`config.mk`:
```
export PLATFORM = sky130hd
export DESIGN_NAME = rgb_blink_seq
export DESIGN_NICKNAME = d
export VERILOG_FILES = /design/src/rtl/rgb_seq_pkg.sv /design/src/rtl/rgb_timebase.sv /design/src/rtl/rgb_envelope.sv /design/src/rtl/rgb_blink_seq.sv
export SDC_FILE = /design/constraint.sdc
export NUM_CORES = 1
export LEC_CHECK = 0
export ABC_AREA = 1
export CAP_MARGIN = 10
export CORE_AREA = 5 5 143 145
export DETAILED_ROUTE_END_ITERATION = 10
export DIE_AREA = 0 0 148 150
export GPL_ROUTABILITY_DRIVEN = 0
export PLACE_DENSITY = 0.68
export SLEW_MARGIN = 20
export SYNTH_ARGS = -nofsm -noshare
export SYNTH_HDL_FRONTEND = slang
export SYNTH_HIERARCHICAL = 1
export SYNTH_SLANG_ARGS = --single-unit
```
`constraint.sdc`:
```
create_clock -name clk -period 3.35 [get_ports clk]
set_input_delay 0.5025 -clock clk [delete_from_list [all_inputs] [get_ports clk]]
set_output_delay 0.5025 -clock clk [all_outputs]
set_load 0.01 [all_outputs]
```
`src/rtl/rgb_seq_pkg.sv`:
```
// Shared constants and helpers for the RGB blink sequencer.
// Assumes three channels, 4-bit duty/slope and 7-bit blink positions.
package rgb_seq_pkg;
    localparam int NCH    = 3;
    localparam int LVL_W  = 4;
    localparam int POS_W  = 7;

    // True when a blink position falls inside a channel's lit window.
    function automatic logic win_lit(input logic [POS_W-1:0] start_p,
                                     input logic [POS_W-1:0] stop_p,
                                     input logic [POS_W-1:0] pos);
        logic lit;
        if (start_p == stop_p)
            lit = (start_p == '0);          // both zero: steady on; else steady off
        else if (start_p < stop_p)
            lit = (pos >= start_p) && (pos < stop_p);
        else
            lit = (pos >= start_p) || (pos < stop_p);
        return lit;
    endfunction
endpackage

```
`src/rtl/rgb_timebase.sv`:
```
// Shared time base: PWM sub-tick counter, phase index (0..2) and the
// 7-bit blink position. Advances only on tick; cleared while blocked.
// Assumes PHASE_TICKS >= 16 so that every 4-bit level fits in a phase.
module rgb_timebase #(
    parameter int PHASE_TICKS      = 16,
    parameter int BLINK_BASE_TICKS = 1024
) (
    input  logic                               clk,
    input  logic                               rst_n,
    input  logic                               tick,
    input  logic                               block,
    input  logic [1:0]                         blink_sel,
    output logic [$clog2(PHASE_TICKS)-1:0]     sub,
    output logic [1:0]                         phase,
    output logic [rgb_seq_pkg::POS_W-1:0]      pos
);
    localparam int SUB_W  = $clog2(PHASE_TICKS);
    localparam int STEP_W = $clog2(BLINK_BASE_TICKS * 8 + 1);

    logic [STEP_W-1:0] step_cnt;
    logic [STEP_W-1:0] step_lim;

    // Ticks per blink position for the selected cycle length.
    always_comb step_lim = STEP_W'(BLINK_BASE_TICKS) << blink_sel;

    // Step the PWM counters and the blink position on each tick.
    always_ff @(posedge clk) begin
        if (!rst_n || block) begin
            sub      <= '0;
            phase    <= '0;
            step_cnt <= '0;
            pos      <= '0;
        end else if (tick) begin
            if (sub == SUB_W'(PHASE_TICKS - 1)) begin
                sub   <= '0;
                phase <= (phase == 2'd2) ? 2'd0 : phase + 2'd1;
            end else begin
                sub <= sub + SUB_W'(1);
            end
            if (step_cnt >= step_lim - STEP_W'(1)) begin
                step_cnt <= '0;
                pos      <= pos + 7'd1;
            end else begin
                step_cnt <= step_cnt + STEP_W'(1);
            end
        end
    end


    // pos_step_chk: the blink position moves by at most one per clock
    pos_step_chk: assert property (@(posedge clk) disable iff (!rst_n)
        !block |=> (pos == $past(pos)) || (pos == $past(pos) + 7'd1));


    // freeze_chk: without a tick the time base holds still
    freeze_chk: assert property (@(posedge clk) disable iff (!rst_n)
        (!tick && !block) |=> ($stable(pos) && $stable(sub) && $stable(phase)));


    // phase_range_chk: the phase index never leaves 0..2
    phase_range_chk: assert property (@(posedge clk) disable iff (!rst_n)
        phase != 2'd3);
endmodule

```
`src/rtl/rgb_envelope.sv`:
```
// One channel's brightness envelope. Derives the target level from the
// blink window and duty, then moves the level toward it: at once for
// slope 0, else one count per slope*SLOPE_UNIT_TICKS ticks.
// Assumes pos comes from the shared time base and is zero while blocked.
module rgb_envelope #(
    parameter int SLOPE_UNIT_TICKS = 256
) (
    input  logic                              clk,
    input  logic                              rst_n,
    input  logic                              tick,
    input  logic                              block,
    input  logic [rgb_seq_pkg::POS_W-1:0]     pos,
    input  logic [rgb_seq_pkg::POS_W-1:0]     start_p,
    input  logic [rgb_seq_pkg::POS_W-1:0]     stop_p,
    input  logic [rgb_seq_pkg::LVL_W-1:0]     duty,
    input  logic [rgb_seq_pkg::LVL_W-1:0]     slope,
    output logic [rgb_seq_pkg::LVL_W-1:0]     level
);
    import rgb_seq_pkg::*;
    localparam int SC_W = $clog2(SLOPE_UNIT_TICKS * 15 + 1);

    logic [LVL_W-1:0] target;
    logic [SC_W-1:0]  interval;
    logic [SC_W-1:0]  slope_cnt;

    // Target level: duty inside the lit window, zero outside.
    always_comb target = win_lit(start_p, stop_p, pos) ? duty : '0;

    // Ticks between ramp steps for the current slope setting.
    always_comb interval = SC_W'(slope) * SC_W'(SLOPE_UNIT_TICKS);

    // Move the level toward the target at the configured rate.
    always_ff @(posedge clk) begin
        if (!rst_n || block) begin
            level     <= '0;
            slope_cnt <= '0;
        end else if (slope == '0) begin
            level     <= target;
            slope_cnt <= '0;
        end else if (tick) begin
            if (slope_cnt >= interval - SC_W'(1)) begin
                slope_cnt <= '0;
                if (level < target)      level <= level + LVL_W'(1);
                else if (level > target) level <= level - LVL_W'(1);
            end else begin
                slope_cnt <= slope_cnt + SC_W'(1);
            end
        end
    end


    // ramp_step_chk: with a nonzero slope the level changes by at most one
    ramp_step_chk: assert property (@(posedge clk) disable iff (!rst_n)
        (slope != '0 && !block) |=>
        (level == $past(level)) || (level == $past(level) + 4'd1) ||
        (level == $past(level) - 4'd1));


    // hold_zero_chk: a blocked channel has no level
    hold_zero_chk: assert property (@(posedge clk) disable iff (!rst_n)
        block |=> (level == '0));
endmodule

```
`src/rtl/rgb_blink_seq.sv`:
```
// RGB LED PWM blink sequencer top. Combines the shared time base with
// three channel envelopes, picks normal (three-phase) or flash (single
// phase) PWM, direct enable mode, external gating and the master block,
// and registers the three gate enables.
// Assumes tick is a single-cycle strobe at a fixed rate.
module rgb_blink_seq #(
    parameter int PHASE_TICKS      = 16,
    parameter int BLINK_BASE_TICKS = 1024,
    parameter int SLOPE_UNIT_TICKS = 256
) (
    input  logic        clk,
    input  logic        rst_n,
    input  logic        tick,
    input  logic        mode_hold,
    input  logic        master_start,
    input  logic        pwm_enable,
    input  logic        flash_mode,
    input  logic [1:0]  blink_sel,
    input  logic        ext_gate,
    input  logic [2:0]  ext_gate_sel,
    input  logic [2:0]  chan_enable,
    input  logic [11:0] duty_all,
    input  logic [11:0] slope_all,
    input  logic [20:0] on_all,
    input  logic [20:0] off_all,
    output logic [2:0]  led_on
);
    import rgb_seq_pkg::*;
    localparam int SUB_W = $clog2(PHASE_TICKS);

    logic                  block;
    logic [SUB_W-1:0]      sub;
    logic [1:0]            phase;
    logic [POS_W-1:0]      pos;
    logic [LVL_W-1:0]      level [NCH];
    logic [NCH-1:0]        pwm_hit;
    logic [NCH-1:0]        led_next;

    // Master block: start bit low or mode-controller hold.
    always_comb block = !master_start || mode_hold;

    rgb_timebase #(
        .PHASE_TICKS      (PHASE_TICKS),
        .BLINK_BASE_TICKS (BLINK_BASE_TICKS)
    ) u_tb (
        .clk       (clk),
        .rst_n     (rst_n),
        .tick      (tick),
        .block     (block),
        .blink_sel (blink_sel),
        .sub       (sub),
        .phase     (phase),
        .pos       (pos)
    );

    for (genvar c = 0; c < NCH; c++) begin : g_ch
        rgb_envelope #(.SLOPE_UNIT_TICKS(SLOPE_UNIT_TICKS)) u_env (
            .clk     (clk),
            .rst_n   (rst_n),
            .tick    (tick),
            .block   (block),
            .pos     (pos),
            .start_p (on_all[POS_W*c +: POS_W]),
            .stop_p  (off_all[POS_W*c +: POS_W]),
            .duty    (duty_all[LVL_W*c +: LVL_W]),
            .slope   (slope_all[LVL_W*c +: LVL_W]),
            .level   (level[c])
        );

        // PWM compare: own phase in normal mode, every phase in flash mode.
        always_comb pwm_hit[c] = (flash_mode || (phase == 2'(c))) &&
                                 (32'(sub) < 32'(level[c]));

        // Final gate: block, direct/PWM choice, enable and external pin.
        always_comb led_next[c] = !block && chan_enable[c] &&
                                  (!ext_gate_sel[c] || ext_gate) &&
                                  (!pwm_enable || pwm_hit[c]);
    end

    // Register the gate enables.
    always_ff @(posedge clk) begin
        if (!rst_n) led_on <= '0;
        else        led_on <= led_next;
    end


    // one_phase_chk: in normal PWM mode at most one channel conducts
    one_phase_chk: assert property (@(posedge clk) disable iff (!rst_n)
        (pwm_enable && !flash_mode) |-> $onehot0(led_next));


    // blocked_off_chk: a blocked sequencer drives nothing next cycle
    blocked_off_chk: assert property (@(posedge clk) disable iff (!rst_n)
        block |=> (led_on == 3'b000));


    // ext_gate_chk: a gated channel stays dark while the pin is low
    ext_gate_chk: assert property (@(posedge clk) disable iff (!rst_n)
        !ext_gate |=> ((led_on & $past(ext_gate_sel)) == 3'b000));
endmodule

```
Word level (Yosys, flattened, before mapping)
Index checks and enable logic that the tools add are counted.

Output and inout port bits: 3. Input bits: 82. Logic and storage cells: 147. RAM bits: 0. Bits in read-only memories: 0. Latch bits: 0. Memories: 0. Register bits after elaboration: 78.

Muxes and demuxes: 30. Reduce and logical (&&, ||, !) cells: 60. Div/mod/pow operators: 0. Add/sub/neg operators: 17. Order comparisons: 22. Shift-type cells: 1. Multipliers: 0. Bitwise gates (word level): 0. Eq/ne operators: 6.

Operators by type and width (number): 4-bit two-way mux (19); 7-bit less-than comparator (6); 12-bit by 1-bit adder with 12-bit output (second input constant) (3); 12-bit >= comparator (3); 12-bit two-way mux (3); 12-bit by 1-bit subtractor with 12-bit output (second input constant) (3); 4-bit less-than comparator (6); 7-bit equality test (3); 7-bit >= comparator (3); 7-bit logical NOT (3); 4-bit by 1-bit adder with 4-bit output (second input constant) (4); 1-bit logical AND (15); 14-bit by 1-bit adder with 14-bit output (second input constant) (1); 14-bit >= comparator (1); 1-bit logical OR (14); 14-bit two-way mux (1); 11-bit by 2-bit left shift with 14-bit output (first input constant) (1); 14-bit by 1-bit subtractor with 14-bit output (second input constant) (1); 4-bit greater-than comparator (3); 4-bit logical NOT (3); 2-bit nonzero test (6); 4-bit by 1-bit subtractor with 4-bit output (second input constant) (3); 3-bit AND reduction (3); 3-bit nonzero test (3); other kinds (11) (25).

Depth between registers and ports, before layout
Depth in word-level cells: 11. Gate-level depth with buffers: 30. Depth with buffers taken out: 30.

Cells and area by module
Netlist, hierarchy kept.

Modules (own cells, without submodules): rgb_envelope (cells an instance 255, area an instance 1726.7 µm², times used 3); rgb_timebase (cells an instance 196, area an instance 1420.1 µm², times used 1); rgb_blink_seq (cells an instance 78, area an instance 440.4 µm², times used 1).

Least setup slack after synthesis
Ideal clock, no wire load.

Path kind: input -> register. Start point: input off_all[6]. End point: register g_ch[0].u_env/level[3] in the netlist's numbering. Library setup time: 66 ps. Arrival: 3134 ps. Data required time: 3284 ps. Path slack: 150 ps. Buffers on the path: 0. Stages: 27. Path through: inv_1 > ha_1 > nand2_1 > inv_1 > nand2_1 > nand2_1 > inv_1 > nand2_1 > nand3_1 > nand2_1 > nand2_1 > nand2_1 > inv_1 > nand2_1 > ha_1 > a21oi_1 > nand2_1 > ha_1 > a21oi_1 > nand3b_1 > nand2_1 > nand2_1 > nand2_1 > nand3_1 > nand2_1 > inv_2 > a21oi_2.

Longest elaborated chain between the ends: 10.

RTL lines: from (decl) (RTL line rgb_blink_seq.sv:25) `input logic [20:0] off_all,`; 7-bit less-than comparator (RTL line rgb_seq_pkg.sv:16, rgb_seq_pkg.sv:18); 1-bit logical OR or 1-bit logical AND (tied branches) (RTL line rgb_seq_pkg.sv:18, rgb_seq_pkg.sv:16); 1-bit two-way mux (RTL line rgb_seq_pkg.sv:15) `else if (start_p < stop_p)`; 1-bit two-way mux * (RTL line rgb_seq_pkg.sv:13) `if (start_p == stop_p)`; 4-bit two-way mux * (RTL line rgb_envelope.sv:27) `always_comb target = win_lit(start_p, stop_p, pos) ? duty : '0;`; 4-bit less-than comparator (RTL line rgb_envelope.sv:43) `if (level < target) level <= level + LVL_W'(1);`; 4-bit two-way mux (RTL line rgb_envelope.sv:43); 4-bit two-way mux (RTL line rgb_envelope.sv:41) `if (slope_cnt >= interval - SC_W'(1)) begin`; 4-bit two-way mux (RTL line rgb_envelope.sv:40) `end else if (tick) begin`; 4-bit two-way mux (RTL line rgb_envelope.sv:37) `end else if (slope == '0) begin`; to (signal assigned) (RTL line rgb_envelope.sv:38) `level <= target;`; to (signal assigned) (RTL line rgb_envelope.sv:43); to (signal assigned) (RTL line rgb_envelope.sv:44) `else if (level > target) level <= level - LVL_W'(1);`; to (decl) (RTL line rgb_envelope.sv:17) `output logic [rgb_seq_pkg::LVL_W-1:0] level`.

Mark *: on every way between the ends. The rest lies on a longest branch, timed or not. The select of a mux whose other input is x is not followed. A chain may end at the register's enable or synchronous reset.

Final worst setup path
Start point: input off_all[0]. End point: register g_ch[0].u_env/level[3] in the netlist's numbering.

The elaborated chain is that of the path after synthesis.

==> results.json <==
{
  "outcome": "finished, final reports clean",
  "synth_top_family_by_area": "simple AND/OR/NAND/NOR gates",
  "fin_crit_sh_pct": 96.4,
  "report.power.total_mw": 2.65,
  "hpwl_um": 13400,
  "min_period_ns": 3.23,
  "grt_busiest_layer": "met2",
  "power_density_nw_per_um2": 268,
  "synth_edf_count": 0,
  "final_area_um2": 9900,
  "use_met2_pct": 26.9,
  "synth-adder-area-share_pct": 20.8,
  "grt-ovfl-total": 0,
  "cts_buffers": 9,
  "ys_async_sr_fraction_pct": 0,
  "initialDrtViolationCount": 309,
  "clock_sinks": 78,
  "synth_cells": 1039,
  "slew_viol_final": 0,
  "antenna_found_initial": 0,
  "min_path_type": "reg -> reg",
  "fmax_mhz": 310,
  "syn-mean-instance-area_um2": 6.78,
  "clk_pin_slew_ns": 0.07,
  "worstPathRequired_ns": 3.64,
  "worstMarginPinSlew_ns": 0.515,
  "ys.flop_type": "dfxtp_1",
  "syn_nets": 1236,
  "ioPinCount": 85,
  "ys_seq_area_share_pct": 22.2,
  "use_met1_pct": 19.6,
  "die_w_um": 148,
  "vias": 6974,
  "cts_buffer_depth": 2,
  "finalHoldViolCount": 0,
  "n_antenna_cell": 0,
  "die_h_um": 150,
  "wirelength_um": 18100,
  "grtUsageMet3_pct": 2.94,
  "grt_pass1_wl_um": 28800,
  "syn_to_final_growth_pct": 40.6,
  "drc": 0,
  "placed_area_um2": 8540,
  "drt-pass1-iter-count": 5,
  "grt_setup_unrepaired": "yes",
  "fin_skew_ns": 0.00883,
  "drv_cap": 0,
  "postCtsHoldBufs": 0,
  "ys_ff_latch": 78,
  "crit_fanout": 4,
  "cp-start-kind": "input pin",
  "synth_compound_area_share_pct": 7.89,
  "dieArea_um2": 22200,
  "cts_tree": "built",
  "fillers": 1754,
  "row_count": 51,
  "grt_start_max_net_pins": 17,
  "coreArea_um2": 19100,
  "synth_cell_types": 40,
  "antenna_left": 0,
  "synth-xor-area-share_pct": 4.35,
  "final_layout_size_suffix_gt1_share_pct": 24.8,
  "leakage_nw": 4.82,
  "yosysWarnings": 6,
  "irDropWorstVdd_uv": 235,
  "routedWlPerCell_um": 12.6,
  "cp.arrival_ns": 3.51,
  "slew_headroom_pct": 65.6,
  "finalSetupViolCount": 0,
  "worst_skew_pair.late_latency_ns": 0.35,
  "end_kind": "flip-flop",
  "grt_usage_pct": 15.5,
  "syn_area_um2": 7040,
  "cts.htree.levels": 3,
  "synthSimpleGateAreaFrac_pct": 34.3,
  "avgViaCountPerCell": 4.85,
  "grt_pass1_vias": 6502,
  "port_buffers": 84,
  "path_class": "in -> reg",
  "synth_mux_area_share_pct": 0.142,
  "initial_core_util_pct": 36.9,
  "root_buffer": "clkbuf_16",
  "fin_nets": 1392
}
routing by layer:
| metal | routed length (um) | up-vias | share of wire, % |
|---|---|---|---|
| met3 | 534 | 28 | 3.0 |
| li1 | - | 3657 | - |
| met1 | 8250 | 3193 | 46 |
| met4 | 296 | 0 | 1.6 |
| met2 | 8990 | 96 | 50 |
| met5 | 0 | - | 0 |
critical path, cell delays in order:
cell and delay [ns]:
clkdlybuf4s50_1 0.44, ha_1 0.30, nand3_2 0.09, nor3_4 0.19, o21ai_1 0.10, buf_4 0.17, nand2_2 0.07, inv_2 0.04
nand2_2 0.07, ha_4 0.21, a21oi_2 0.23, nand2_4 0.10, ha_4 0.30, nand3_2 0.08, nand3b_1 0.15, nand4_1 0.11
nand2_1 0.09, nand3_1 0.07, nand2_1 0.08, inv_2 0.04, a21oi_2 0.09
where the power goes:
group	switching, mW	internal [mW]	leakage, nW
clock	0.423	0.659	0.151
combinational	0.320	0.318	4.03
sequential	0.00401	0.928	0.633
final cells by class:
cell class                      count  area [um2]  area share [%]
Multi-Input combinational cell    774        5530            55.8
Sequential cell                    78        1580            15.9
Timing Repair Buffer              152        1500            15.1
Inverter                          180         678            6.85
Tap cell                          238         298            3.01
Clock buffer                       10         229            2.31
Clock inverter                      6        95.1           0.960
flip-flops by register name, indices dropped and copies added (netlist names):
| signal | cells |
|---|---|
| u_tb/pos | 7 |
| g_ch.u_env/slope_cnt | 36 |
| led_on | 3 |
| g_ch.u_env/level | 12 |
| u_tb/sub | 4 |
| u_tb/step_cnt | 14 |
| u_tb/phase | 2 |
layout by cell type, fill, tap and decap left out, types with 4 or more instances in the layout:
cell,n
a21oi_2,26
a21o_1,6
nand4_1,22
buf_6,8
clkbuf_16,9
ha_1,71
nand3_1,64
dlymetal6s2s_1,33
a21oi_1,42
nor2_1,87
nor3_4,5
dfxtp_1,71
nand2_1,219
nor3_1,23
o21ai_1,5
nor2_4,8
nor2_2,16
buf_4,56
clkdlybuf4s50_1,43
ha_4,40
xor2_1,14
nand3_2,8
nand3b_1,6
dlygate4sd2_1,7
nand2_2,44
xnor2_1,21
nand2_4,11
a31oi_1,4
inv_2,43
dfxtp_2,4
inv_1,133
cells in the mapped netlist (4+ instances only):
master	number	area (um2)
nor3_1	26	130
ha_1	112	1400
inv_2	18	67.6
nor2_1	91	342
a21oi_1	59	295
nor2_2	12	75.1
xor2_1	14	123
nor2_4	8	90.1
a21oi_2	10	87.6
dfxtp_1	78	1560
nand4_1	22	138
buf_2	4	20.0
nand2_2	19	119
a21o_1	6	45.0
a31oi_1	4	25.0
nand3b_1	6	45.0
xnor2_1	21	184
nand3_1	72	360
nand2_1	252	946
o21ai_0	5	25.0
inv_1	159	597
timing repair:
item                       CTS  global route
setup endpoints to repair    9            12
resized for setup           57           153
setup buffers               10             9
pin swaps                   25            70
gates cloned                 0             0
cell families after synthesis:
group / Yosys count
mux: 1
fa+ha+maj: 115
compound gates: 95
simple gates: 527
buf+inv: 187
other cells: 1
flops: 78
xor+xnor: 35
path summary, 6_finish.rpt:
check             slack, ns                endpoint  cells after the start              from
setup reg to reg       0.14  g_ch[0].u_env/level[3]                     29       u_tb/pos[6]
setup / recovery       0.12  g_ch[0].u_env/level[3]                     21        off_all[0]
hold reg to reg        0.50        u_tb/step_cnt[0]                      2  u_tb/step_cnt[0]
hold / removal         0.50        u_tb/step_cnt[0]                      2  u_tb/step_cnt[0]
metrics by stage:
step                cells  hold WS (ns)  setup slack, ns  util [%]  TNS (ns)
global placement     1405         0.482           -0.530      44.7     -4.11
finish               1438         0.505            0.122      51.9         0
detailed placement   1405         0.498           -0.606      44.7     -4.99
floorplan            1039         0.465            0.150         -         0
CTS                  1431         0.509         0.000610      48.2         0
global route         1438         0.532           -0.105      51.9    -0.247
Power figures use the tool's default switching activity.
